===== src/rtl/dr_pkg.sv =====
// Shared types for the dual-rail link.
// Assumes: nothing beyond a synthesizable enum.
package dr_pkg;
    typedef enum logic [1:0] {
        TX_IDLE  = 2'd0,   // waiting for a word
        TX_DATA  = 2'd1,   // codeword on the pairs, waiting for ack high
        TX_SPACE = 2'd2    // spacer on the pairs, waiting for ack low
    } tx_state_e;
endpackage


===== src/rtl/dr_tx.sv =====
// Sending half: encodes a single-rail word onto dual-rail pairs and runs
// the four-phase sequence against the acknowledge.
// Assumes: ack_i is a registered signal from the receiving half.
module dr_tx
    import dr_pkg::*;
#(
    parameter int N = 8
) (
    input  logic         clk,
    input  logic         rst_n,
    input  logic [N-1:0] word_i,
    input  logic         valid_i,
    output logic         ready_o,
    input  logic         ack_i,
    output logic [N-1:0] hi_o,
    output logic [N-1:0] lo_o
);
    tx_state_e    state_q;
    logic [N-1:0] hi_q;
    logic [N-1:0] lo_q;

    // Sequencer and pair registers: load code, wait ack up, spacer, wait ack down.
    always_ff @(posedge clk) begin
        if (!rst_n) begin
            state_q <= TX_IDLE;
            hi_q    <= '0;
            lo_q    <= '0;
        end else begin
            unique case (state_q)
                TX_IDLE: if (valid_i) begin
                    hi_q    <= word_i;
                    lo_q    <= ~word_i;
                    state_q <= TX_DATA;
                end
                TX_DATA: if (ack_i) begin
                    hi_q    <= '0;
                    lo_q    <= '0;
                    state_q <= TX_SPACE;
                end
                TX_SPACE: if (!ack_i) begin
                    state_q <= TX_IDLE;
                end
                default: state_q <= TX_IDLE;
            endcase
        end
    end

    // Outputs come straight from registers.
    assign ready_o = (state_q == TX_IDLE);
    assign hi_o    = hi_q;
    assign lo_o    = lo_q;

    // the sending side never drives the illegal both-high code.
    assert_no_both_high_R1: assert property (@(posedge clk) disable iff (!rst_n)
        (hi_o & lo_o) == '0);

    // a codeword on the pairs holds while the acknowledge is low.
    assert_code_held_R4: assert property (@(posedge clk) disable iff (!rst_n)
        ((hi_o | lo_o) != '0 && !ack_i) |=> (hi_o == $past(hi_o) && lo_o == $past(lo_o)));

    // a new codeword only ever follows the spacer.
    assert_spacer_first_R5: assert property (@(posedge clk) disable iff (!rst_n)
        ((hi_o | lo_o) != '0 && (hi_o != $past(hi_o) || lo_o != $past(lo_o)))
            |-> (($past(hi_o) | $past(lo_o)) == '0));
endmodule


===== src/rtl/dr_join.sv =====
// Two-input C-element, clocked model: the output moves to the common input
// value when both inputs agree and otherwise keeps its state.
// Assumes: inputs are stable around the clock edge.
module dr_join (
    input  logic clk,
    input  logic rst_n,
    input  logic a_i,
    input  logic b_i,
    output logic q_o
);
    logic q_q;

    // Rendezvous state: set on agreement high, clear on agreement low.
    always_ff @(posedge clk) begin
        if (!rst_n)                q_q <= 1'b0;
        else if (a_i && b_i)       q_q <= 1'b1;
        else if (!a_i && !b_i)     q_q <= 1'b0;
    end

    assign q_o = q_q;

    // the output only changes towards a value both inputs shared.
    assert_join_agree_R6: assert property (@(posedge clk) disable iff (!rst_n)
        (q_o != $past(q_o)) |-> ($past(a_i) == $past(b_i) && q_o == $past(a_i)));
endmodule


===== src/rtl/dr_cmp_tree.sv =====
// Completion tree: a binary heap of clocked C-elements over per-pair
// "holds data" flags. Latency is ceil(log2 N) edges in both directions.
// Assumes: N >= 2. Unused leaves when N is not a power of two mirror leaf 0.
module dr_cmp_tree #(
    parameter int N = 8
) (
    input  logic         clk,
    input  logic         rst_n,
    input  logic [N-1:0] leaf_i,
    output logic         root_o
);
    localparam int LEVELS = $clog2(N);
    localparam int P      = 1 << LEVELS;
    localparam int NODES  = 2 * P - 1;

    logic [NODES-1:0] node;

    // Leaves sit at heap positions P-1 .. 2P-2.
    for (genvar j = 0; j < P; j++) begin : g_leaf
        if (j < N) begin : g_real
            assign node[P-1+j] = leaf_i[j];
        end else begin : g_pad
            assign node[P-1+j] = leaf_i[0];
        end
    end

    // Internal nodes: each joins its two children.
    for (genvar i = 0; i < P - 1; i++) begin : g_node
        dr_join u_join (
            .clk  (clk),
            .rst_n(rst_n),
            .a_i  (node[2*i+1]),
            .b_i  (node[2*i+2]),
            .q_o  (node[i])
        );
    end

    assign root_o = node[0];
endmodule


===== src/rtl/dr_rx.sv =====
// Receiving half: classifies each pair, runs the completion tree, captures
// the decoded word, and flags illegal codes.
// Assumes: pairs change only at clock edges (synchronous model).
module dr_rx #(
    parameter int N = 8
) (
    input  logic         clk,
    input  logic         rst_n,
    input  logic [N-1:0] hi_i,
    input  logic [N-1:0] lo_i,
    output logic         ack_o,
    output logic [N-1:0] word_o,
    output logic         err_o
);
    logic [N-1:0] has_data;
    logic [N-1:0] bad_pair;
    logic         all_data;
    logic [N-1:0] word_q;
    logic         err_q;

    // Per-pair classification: data when exactly one rail is high.
    for (genvar i = 0; i < N; i++) begin : g_pair
        assign has_data[i] = hi_i[i] ^ lo_i[i];
        assign bad_pair[i] = hi_i[i] & lo_i[i];
    end
    assign all_data = &has_data;

    dr_cmp_tree #(.N(N)) u_tree (
        .clk   (clk),
        .rst_n (rst_n),
        .leaf_i(has_data),
        .root_o(ack_o)
    );

    // Word capture: load only a complete word, and only while ack is low.
    always_ff @(posedge clk) begin
        if (!rst_n)                  word_q <= '0;
        else if (all_data && !ack_o) word_q <= hi_i;
    end

    // Illegal-code flag, one edge behind the pairs.
    always_ff @(posedge clk) begin
        if (!rst_n) err_q <= 1'b0;
        else        err_q <= |bad_pair;
    end

    assign word_o = word_q;
    assign err_o  = err_q;

    // the delivered word does not move while the acknowledge stays high.
    assert_word_stable_R8: assert property (@(posedge clk) disable iff (!rst_n)
        (ack_o && $past(ack_o)) |-> $stable(word_o));

    // a both-high pair is reported on the next edge.
    assert_err_flag_R9: assert property (@(posedge clk) disable iff (!rst_n)
        ((hi_i & lo_i) != '0) |=> err_o);

    // the acknowledge never rises while the previous cycle had a spacer
    // pair, since the tree is at least one register deep.
    assert_no_early_ack_R6: assert property (@(posedge clk) disable iff (!rst_n)
        $rose(ack_o) |-> $past(all_data));
endmodule


===== src/rtl/dr_link.sv =====
// Dual-rail link top: sending and receiving halves side by side. The
// pairs leave on tx_* and return on rx_*, joined outside the block.
// Assumes: tx_ack_i is fed from rx_ack_o, directly or through registers.
module dr_link #(
    parameter int N = 8
) (
    input  logic         clk,
    input  logic         rst_n,
    input  logic [N-1:0] tx_word_i,
    input  logic         tx_valid_i,
    output logic         tx_ready_o,
    input  logic         tx_ack_i,
    output logic [N-1:0] tx_hi_o,
    output logic [N-1:0] tx_lo_o,
    input  logic [N-1:0] rx_hi_i,
    input  logic [N-1:0] rx_lo_i,
    output logic         rx_ack_o,
    output logic [N-1:0] rx_word_o,
    output logic         rx_err_o
);
    dr_tx #(.N(N)) u_tx (
        .clk    (clk),
        .rst_n  (rst_n),
        .word_i (tx_word_i),
        .valid_i(tx_valid_i),
        .ready_o(tx_ready_o),
        .ack_i  (tx_ack_i),
        .hi_o   (tx_hi_o),
        .lo_o   (tx_lo_o)
    );

    dr_rx #(.N(N)) u_rx (
        .clk   (clk),
        .rst_n (rst_n),
        .hi_i  (rx_hi_i),
        .lo_i  (rx_lo_i),
        .ack_o (rx_ack_o),
        .word_o(rx_word_o),
        .err_o (rx_err_o)
    );
endmodule


===== config.mk =====
export PLATFORM = sky130hd
export DESIGN_NAME = dr_link
export DESIGN_NICKNAME = d
export VERILOG_FILES = /design/src/rtl/dr_pkg.sv /design/src/rtl/dr_tx.sv /design/src/rtl/dr_join.sv /design/src/rtl/dr_cmp_tree.sv /design/src/rtl/dr_rx.sv /design/src/rtl/dr_link.sv
export SDC_FILE = /design/constraint.sdc
export NUM_CORES = 1
export LEC_CHECK = 0
export CAP_MARGIN = 20
export CORE_UTILIZATION = 30
export DETAILED_ROUTE_END_ITERATION = 7
export DONT_BUFFER_PORTS = 1
export SLEW_MARGIN = 20
export SYNTH_ARGS = -nofsm -noshare
export SYNTH_HDL_FRONTEND = slang
export SYNTH_SLANG_ARGS = --single-unit

===== constraint.sdc =====
create_clock -name clk -period 1.58 [get_ports clk]
set_input_delay 0.079 -clock clk [delete_from_list [all_inputs] [get_ports clk]]
set_output_delay 0.079 -clock clk [all_outputs]
set_load 0.03 [all_outputs]

Word level (Yosys, flattened, before mapping)
Index checks and enable logic that the tools add are counted.
{"block": "op_classes", "n_eq_ne": 5, "bitwise": 17, "mux": 23, "n_reduce_logical": 43}
{"op": "one-hot mux 8 bit (2 select lines)", "n": 2}
{"op": "2-to-1 mux 8 bit", "n": 3}
{"op": "nonzero test 2 bit", "n": 8}
{"op": "logical AND 1 bit", "n": 15}
{"op": "zero test 1 bit", "n": 15}
{"op": "2-to-1 mux 1 bit", "n": 14}
{"op": "AND 1 bit", "n": 8}
{"op": "inverter 8 bit", "n": 1}
{"op": "AND reduction 8 bit", "n": 1}
{"op": "OR reduction 8 bit", "n": 1}
{"op": "bitwise XOR 1 bit", "n": 8}
{"op": "2-to-1 mux 2 bit", "n": 3}
{"op": "!= test 2 bit, second input constant", "n": 3}
{"op": "one-hot mux 2 bit (3 select lines)", "n": 1}
{"op": "AND reduction 3 bit", "n": 2}
{"op": "equality test 2 x 1 -> 1 bit, second input constant", "n": 1}
{"op": "equality test 2 bit, second input constant", "n": 1}
{"op": "zero test 2 bit", "n": 1}
{"block": "totals", "ff_bits": 34, "out_inout_bits": 27}

Depth between registers and ports, before layout
Gate-level depths: netlist (run 1).
{"block": "logic_depth", "word_depth": 5, "ltp_mapped": 6}

By module
A second synthesis (run 1) with hierarchy kept.
{"block": "hier_totals", "cells_unflattened": 125, "area_unflattened_um2": 1441.4}
{"mod": "dr_tx", "cells_each": 47, "seq_area_each_um2": 360.3, "instances": 1, "area_per_inst_um2": 594.3}
{"mod": "dr_rx", "cells_each": 50, "seq_area_each_um2": 180.2, "instances": 1, "area_per_inst_um2": 505.5}
{"mod": "dr_join", "cells_each": 4, "seq_area_each_um2": 20.0, "instances": 7, "area_per_inst_um2": 48.8}

Worst setup path after synthesis (run 1)
No wires, ideal clock.
{"block": "synth_timing", "path_type": "input-to-reg", "start": "input port rx_hi_i[1]", "end": "register u_rx.word_q[0] (netlist: u_rx.word_o[0])", "cell_stages": 6, "n_path_buf": 1, "t_arrival_ps": 1189, "required_time_ps": 1508, "slack_ps": 320, "path_cell_list": "ha_1 > ha_1 > nand2_1 > nor4bb_1 > buf_2 > mux2i_1"}
{"block": "synth_via", "elab_chain_cells": 3}
{"element": "start: declaration", "line": "dr_link.sv:15", "rtl": "input logic [N-1:0] rx_hi_i,"}
{"element": "bitwise XOR 1 bit", "line": "dr_rx.sv:23", "rtl": "assign has_data[i] = hi_i[i] ^ lo_i[i];"}
{"element": "AND reduction 8 bit", "line": "dr_rx.sv:26", "rtl": "assign all_data = &has_data;"}
{"element": "logical AND 1 bit", "line": "dr_rx.sv:38", "rtl": "else if (all_data && !ack_o) word_q <= hi_i;"}
{"element": "end signal: assignment", "line": "dr_rx.sv:38"}
{"element": "end: declaration", "line": "dr_rx.sv:18", "rtl": "logic [N-1:0] word_q;"}
No other way between the ends.
A chain may end at the register's enable or synchronous reset.

Worst setup path after layout (run 1)
{"block": "layout_timing", "start": "register u_rx.u_tree.g_node[2].u_join.q_q", "end": "register u_rx.u_tree.g_node[0].u_join.q_q"}
{"block": "layout_via", "elab_chain_cells": 3, "elab_cells_between_ends": 5, "classes_between": "mux (1); reduce/logical (4)"}
{"element": "start: declaration", "line": "dr_join.sv:11", "rtl": "logic q_q;"}
{"element": "start signal: assignment", "line": "dr_join.sv:15", "rtl": "if (!rst_n) q_q <= 1'b0;"}
{"element": "start signal: assignment", "line": "dr_join.sv:16", "rtl": "else if (a_i && b_i) q_q <= 1'b1;"}
{"element": "start signal: assignment", "line": "dr_join.sv:17", "rtl": "else if (!a_i && !b_i) q_q <= 1'b0;"}
{"element": "zero test 1 bit", "line": "dr_join.sv:17"}
{"element": "logical AND 1 bit", "line": "dr_join.sv:17"}
{"element": "nonzero test 2 bit (no source line)"}
{"element": "end signal: assignment", "line": "dr_join.sv:15"}
{"element": "end signal: assignment", "line": "dr_join.sv:16"}
{"element": "end signal: assignment", "line": "dr_join.sv:17"}
{"element": "end: declaration", "line": "dr_join.sv:11"}
Several ways; a longest one is shown, not always the timed one.

==> summary.md, run 1 <==
| Metric | Value |
|---|---|
| Syn Area/Cell | `11.27 sq um` |
| Crit start category | `register` |
| Fmax | `666.5 MHz` |
| Hold WC Path Type | `in -> reg` |
| Leakage | `0.7773 nW` |
| Die W | `70.53 um` |
| Crit path DAT | `1.67 ns` |
| Sw power | `0.0004867 W` |
| RSZ-0062 raised after global routing | `false` |
| YS warnings | `0` |
| Routed via count | `1,045` |
| Switching Share | `0.2484` |
| Kind of critical path | `reg -> reg` |
| H-tree depth | `2` |
| Gpl congestion | `0.7240` |
| Failing checks | `design-rule violations` |
| Yosys cell types | `22` |
| Worst slew pin tran | `0.5585 ns` |
| Mapped cell area | `1409 sq um` |
| Pwr/cell area | `1039 nW/um^2` |
| Core area | `4444 sq um` |
| Die Area | `4974 sq um` |
| Die H | `70.53 um` |
| Top-count cell post-synth | `dfxtp_1` |
| I/O Buffers | `0` |
| Remaining DRCs | `14` |
| CP Cell Sequence | `ha_1 -> mux2i_1 -> nor2b_1 -> dlygate4sd3_1` |
| NumNets Final | `201` |
| Slew HR | `0.6277` |
| Ys flop type | `dfxtp_1` |
| Internal Power | `0.001473 W` |
| Clock share of power | `0.377` |
| All-Layer GR Usage | `0.1312` |
| Vias in the first global route | `1,147` |
| Yosys reg bits | `34` |
| Final setup violation count | `0` |
| Crit-path max cell delay | `0.54 ns` |
| Grt ovf | `0` |
| WL final | `3010 um` |
| Final WS setup | `0.07954 ns` |
| First-pass iteration count of the detailed router | `5` |
| First-pass GRT wire length | `5064 um` |
| Initial antenna violation count | `0` |
| Total chip power | `0.001959 W` |
| WHS Path Cells | `2` |
| Clock buffer depth | `2` |
| Worst IR drop on VDD | `0.5031 mV` |
| Worst path top cell family by delay | `buffers and inverters` |
| Leading area contributor after synthesis | `dfxtp_1` |
| Pre-CTS WS | `0.2126 ns` |
| Worst clock skew | `0.004218 ns` |
| Cts bufs inserted | `5` |
| CTS sink cnt | `34` |
| DP HPWL | `1967 um` |
| Combinational power share | `0.116` |
| Layout cells sized above 1 | `0.1006` |
| Critical path's slowest cell | `dlygate4sd3_1` |
| Setup tns final | `0 ns` |
| Syn nets | `168` |
| Fin crit share | `0.9497` |
| Final ANT Viol Nets | `0` |
| WL/cell | `14.27 um` |
| Final min period | `1.500 ns` |
| Largest net degree at the start of global routing | `17` |
| Buffers & Inverters on Critical Path | `1` |
| Commonest cells in the netlist | `dfxtp_1 (34), nand2_1 (17), mux2i_1 (16)` |
| Post-synthesis sequential area ratio | `0.4831` |
| Slew Viols, Final | `0` |
| Clock latency at the later pin of the worst-skew pair | `0.28 ns` |
| CP Depth | `4` |
| Max cap viols | `0` |
| Synth Instances | `125` |
| Top cell type's share of synthesized area | `0.4831` |
| Critical Path Sink Type | `register` |
| Ports | `55` |
| Cell area after layout | `1886 sq um` |
| Number of enable flip-flop cells after synthesis | `0` |
| Starting density of the core | `0.3170` |
| Vias per cell | `4.953` |
| Status | `complete, but fails checks` |
| Clock transition at path regs | `0.07 ns` |
| Req. time, crit path | `1.75 ns` |
| # rows | `24` |
| Area post-placement | `1469 sq um` |
| Iter 0 DRT Violations | `21` |
| CTS tree | `done` |
| Area delta synth->final | `33.84%` |
| Setup Fix Bufs, Post-CTS | `0` |
| Antenna cells | `0` |
| Async S/R FF share, synth | `0` |
| CTS root buf | `clkbuf_8` |
| Final count of hold timing violations | `0` |
| R2R depth | `4` |
| Synth area leaders | `dfxtp_1 (48%), ha_1 (13%), mux2i_1 (11%), a22o_1 (5.0%), o2bb2ai_1 (5.0%)` |
| Sequential share of power | `0.507` |
| Critical path fanouts, max | `2` |
[sequential cells by signal, summed over array words and instances, names as in the netlist]
name and count:
u_tx.lo_o 8, u_tx.hi_o 8, u_rx.err_o 1, u_rx.word_o 8, u_tx.state_q 2, u_rx.u_tree.g_node.u_join.q_o 7
[layer usage]
metal  vias up  part of all wire  track usage
li1        514                 -            -
met1       462              0.40       0.1434
met2        62              0.45       0.2157
met3         7              0.13      0.06410
met4         0             0.016      0.06000
met5         -                 0            0
[cells in the final DEF, fill, tap and decap left out]
cell type,netlist,final
nand2b_1,2,2
nand2_1,17,17
ha_4,0,1
o2bb2ai_1,8,8
xor2_1,1,1
dlymetal6s4s_1,0,1
nor2b_1,7,7
a21boi_0,1,1
dlygate4sd3_1,0,28
dfxtp_1,34,33
buf_4,0,3
dfxtp_2,0,1
or2b_1,1,1
nor2_1,2,2
ha_1,15,14
nor4bb_2,0,1
or2_2,1,1
a21oi_1,1,1
a22o_1,8,8
mux2i_1,16,16
o21a_4,1,1
nor4_1,2,2
clkbuf_8,0,8
and3_1,1,1
[what timing repair did]
action,CTS,global route
resized for setup,0,3
setup endpoints to repair,0,6
hold endpoints to repair,34,0
hold buffers,29,0
[final timing paths]
kind	from	end	slack, ns
hold reg to reg	u_rx.u_tree.g_node[3].u_join.q_o	u_rx.u_tree.g_node[3].u_join.q_o	0.54
hold / removal	rst_n	u_tx.lo_o[4]	0.13
setup / recovery	u_rx.u_tree.g_node[2].u_join.q_o	u_rx.u_tree.g_node[0].u_join.q_o	0.08
setup reg to reg	u_rx.u_tree.g_node[2].u_join.q_o	u_rx.u_tree.g_node[0].u_join.q_o	0.08
[kinds of logic after synthesis]
kind of cell    synth area share
flops                     0.4831
mux                       0.1137
simple gates              0.1208
compound gates            0.1190
xor+xnor                0.006218
buf+inv                  0.02397
fa+ha+maj                 0.1332
[power by group through the flow]
stage	clock network [W]	logic [W]	registers [W]
CTS	0.000763	0.000224	0.000990
detailed placement	0	0.000162	0.00101
global placement	0	0.000155	0.00101
global route	0.000807	0.000257	0.000997
floorplan	0	0.000146	0.00100
finish	0.000739	0.000227	0.000993
[area by class of cell]
class	instances	area [sq um]
timing repair buffer	32	315.3
clock buffer	8	110.1
multi-input combinational	85	713.2
fill	421	2559
tap	52	65.06
sequential	34	681.9
[through the flow]
step                utilization  hold slack (ns)  std cells
floorplan                     -           0.1667        125
global placement         0.3305           0.1675        174
detailed placement       0.3305           0.1709        174
CTS                      0.4206           0.1142        211
global route             0.4243           0.1210        211
finish                   0.4243           0.1321        211
No activity file was read; power rests on OpenSTA's default activity.
==> inputs of run 2 (changes only) <==
--- a/config.mk
+++ b/config.mk
@@ -5,6 +5,7 @@
 export SDC_FILE = /design/constraint.sdc
 export NUM_CORES = 1
 export LEC_CHECK = 0
+export ABC_AREA = 1
 export CAP_MARGIN = 20
 export CORE_UTILIZATION = 30
 export DETAILED_ROUTE_END_ITERATION = 7
==> summary.md, run 2 <==
| Metric | Value |
|---|---|
| Largest family of logic cells by synthesized area | `simple AND/OR/NAND/NOR gates` |
| Mapped cell area | `1560 sq um (+11%)` |
| Starting density of the core | `0.3218 (+0.004802)` |
| Area of the multi-input gates | `780.7 sq um (+9.5%)` |
| First-pass iteration count of the detailed router | `4 (-1)` |
| Clock latency at the later pin of the worst-skew pair | `0.27 ns (about the same)` |
| Worst slew pin tran | `0.5109 ns (-0.04759 ns)` |
| Most frequent cells in the layout | `dfxtp_1 (33), a21oi_1 (32), nand3_1 (24)` |
| Worst clock skew | `0.001664 ns (-0.002554 ns)` |
| Die W | `74.12 um (+5.1%)` |
| Crit path DAT | `1.71 ns (+0.04 ns)` |
| Clock buffer depth | `2 (unchanged)` |
| Fin crit share | `0.9548 (+0.005118)` |
| Commonest cells in the netlist | `dfxtp_1 (34), a21oi_1 (32), nand3_1 (24)` |
| Die Area | `5493 sq um (+10%)` |
| Core area | `4848 sq um (+9.1%)` |
| Ys flop type | `dfxtp_1` |
| Kind of critical path | `reg -> reg` |
| Grt ovf | `0 (unchanged)` |
| H-tree depth | `2 (unchanged)` |
| Max cap viols | `0 (unchanged)` |
| Worst r2r dst | `u_tx.hi_o[5]` |
| Initial antenna violation count | `0 (unchanged)` |
| Worst Hold Path EP | `u_rx.word_o[3]` |
| Post-Synth Adder-Cell Area | `0.1203 (-0.01293)` |
| Final WS setup | `0.07146 ns (-0.008086 ns)` |
| Mux contribution to synthesized area | `0 (-0.1137)` |
| Storage cell area | `681.9 sq um (unchanged)` |
| Leakage | `0.7179 nW (-7.6%)` |
| Yosys cell types | `21 (-4.5%)` |
| Slew Viols, Final | `0 (unchanged)` |
| R2R depth | `5 (+1)` |
| Setup tns final | `0 ns (unchanged)` |
| Critical Path Start | `u_tx.state_q[0]` |
| Vias per cell | `4.821 (-2.7%)` |
| WHS Path Cells | `3 (+1)` |
| Setup Fix Bufs, Post-CTS | `0 (unchanged)` |
| Critical path's slowest cell | `dlygate4sd3_1` |
| Area delta synth->final | `18.12%` |
| Top cell type's share of synthesized area | `0.4362 (-0.04688)` |
| YS warnings | `0 (unchanged)` |
| # rows | `25 (+4.2%)` |
| Buffers & Inverters on Critical Path | `2 (+1)` |
| Syn nets | `222 (+32%)` |
| Async S/R FF share, synth | `0 (unchanged)` |
| NumNets Final | `237 (+18%)` |
| CP Cell Sequence | `nor2_4 -> buf_8 -> nand3_1 -> dlygate4sd3_1 -> a21oi_1` |
| Routed via count | `1,263 (+21%)` |
| Die H | `74.12 um (+5.1%)` |
| Worst IR drop on VDD | `0.3985 mV (-21%)` |
| Simple-Gate Fraction of Synth Area | `0.2494 (+0.1286)` |
| Vias in the first global route | `1,194 (+4.1%)` |
| Post-synthesis xor/xnor area fraction | `0 (-0.006217)` |
| CTS root buf | `clkbuf_8` |
| RSZ-0062 raised after global routing | `false` |
| R2r startpoint | `u_tx.state_q[0]` |
| DP HPWL | `2440 um (+24%)` |
| Slew HR | `0.6583 (+0.03060)` |
| Yosys reg bits | `34 (unchanged)` |
| WL/cell | `13.22 um (-7.3%)` |
| Crit start category | `register` |
| I/O Buffers | `0 (unchanged)` |
| Met2 usage | `0.2152 (-0.0005982)` |
| Final count of hold timing violations | `0 (unchanged)` |
| Largest net degree at the start of global routing | `19 (+2)` |
| Worst path top cell family by delay | `buffers and inverters` |
| CTS tree | `done` |
| Final min period | `1.509 ns (+0.008086 ns)` |
| Layout cells sized above 1 | `0.09231 (-0.008321)` |
| Layer with the highest usage | `met2` |
| Final setup violation count | `0 (unchanged)` |
| Met3 Track Usage GR | `0.04878 (-0.01532)` |
| Synth area leaders | `dfxtp_1 (44%), ha_1 (12%), a21oi_1 (10%), nand3b_1 (8.2%), nand3_1 (7.7%)` |
| Number of enable flip-flop cells after synthesis | `0 (unchanged)` |
| Reg2reg setup slack | `0.07 ns (about the same)` |
| Top-count cell post-synth | `dfxtp_1` |
| Min-Delay Startpoint | `rx_hi_i[3]` |
| Synth Instances | `179 (+43%)` |
| Post-synthesis sequential area ratio | `0.4362 (-0.04688)` |
| Commonest non-fill, non-tap cell in the layout | `dfxtp_1` |
| Iter 0 DRT Violations | `83 (+300%)` |
| Leading area contributor after synthesis | `dfxtp_1` |
| WL final | `3463 um (+15%)` |
| Crit-path max cell delay | `0.56 ns (+0.02 ns)` |
| All-Layer GR Usage | `0.1333 (+0.002123)` |
| Fillers | `499 (+19%)` |
| Status | `complete, no violations` |
| Fmax | `662.9 MHz (-0.54%)` |
| Critical Path Sink Type | `register` |
| Syn Area/Cell | `8.716 sq um (-23%)` |
| Hold WC Path Type | `in -> reg` |
| Pwr/cell area | `1073 nW/um^2 (+3.3%)` |
| Fin util | `0.3801 (-0.04414)` |
| Critical path fanouts, max | `17 (+15)` |
| Gpl congestion | `0.8390 (+16%)` |
| Req. time, crit path | `1.78 ns (+0.03 ns)` |
| Antenna cells | `0 (unchanged)` |
| Compound-cell area share of the yosys netlist | `0.1307 (+0.01171)` |
| CTS sink cnt | `34 (unchanged)` |
| Final ANT Viol Nets | `0 (unchanged)` |
| Cts bufs inserted | `5 (unchanged)` |
| Clock transition at path regs | `0.07 ns (about the same)` |
| Pre-CTS WS | `0.3466 ns (+0.1340 ns)` |
| First-pass GRT wire length | `5637 um (+11%)` |
| Remaining DRCs | `0 (-14)` |
| Met1 usage | `0.1616 (+0.01819)` |
| Ports | `55 (unchanged)` |
-- run 2: timing repair --
item / 4_1_cts / 5_1_grt
endpoints found under the hold margin: 34 / 0
resized for setup: 0 / 3
hold buffers: 13 / 0
setup endpoints to repair: 0 / 2
-- run 2: kinds of logic (layout without fill, tap and decap cells) --
kind of cell | count (synthesis) | count (layout)
AOI/OAI and AO/OA | 40 | 40
adders and majority gates | 15 | 15
buffers and inverters | 19 | 35
DFF | 34 | 34
and+or+nand+nor | 71 | 71
-- run 2: worst min-delay path: cells and delay by family --
| family | cells | cell delay, ns |
|---|---|---|
| simple gates | 3 | 0.19 |
-- run 2: how the worst max path moves through the flow --
stage,slack (ns),to,cells past startpoint
3_5_place_dp,0.35,u_rx.word_o[0],7
2_1_floorplan,0.41,u_rx.word_o[0],8
4_1_cts,0.02,u_tx.hi_o[4],5
5_1_grt,0.003,u_tx.hi_o[4],5
3_3_place_gp,0.36,u_rx.word_o[4],7
6_report,0.07,u_tx.hi_o[5],5
-- run 2: layout make-up --
class | instances | area share
clock buffers | 7 | 0.04684
clock inverters | 1 | 0.002716
inverters | 10 | 0.02037
multi-input cells | 126 | 0.4236
flip-flops and latches | 34 | 0.3700
well taps | 67 | 0.04549
repair buffers | 17 | 0.09097
-- run 2: per-layer routing --
layer,vias up,part of all wire
li1,650,-
met1,584,0.44
met2,27,0.49
met3,2,0.063
met4,0,0.0098
met5,-,0
-- run 2: report_power, final --
group	leakage (nW)	total, W	switching [W]	internal (W)
logic	0.391	0.000315	0.000177	0.000137
registers	0.279	0.00103	0.000101	0.000924
clock network	0.0482	0.000637	0.000286	0.000351
total	0.718	0.00198	0.000565	0.00141
-- run 2: stage by stage --
step                      power [W]  cells  hold slack [ns]  area, sq um
after floorplan            0.001268    179           0.2174         1560
after global placement     0.001310    241           0.2055         1613
after detailed placement   0.001319    241           0.2081         1613
after CTS                  0.002010    262          0.01766         1834
after global routing       0.002108    262          0.01961         1843
final                      0.001977    262          0.02995         1843
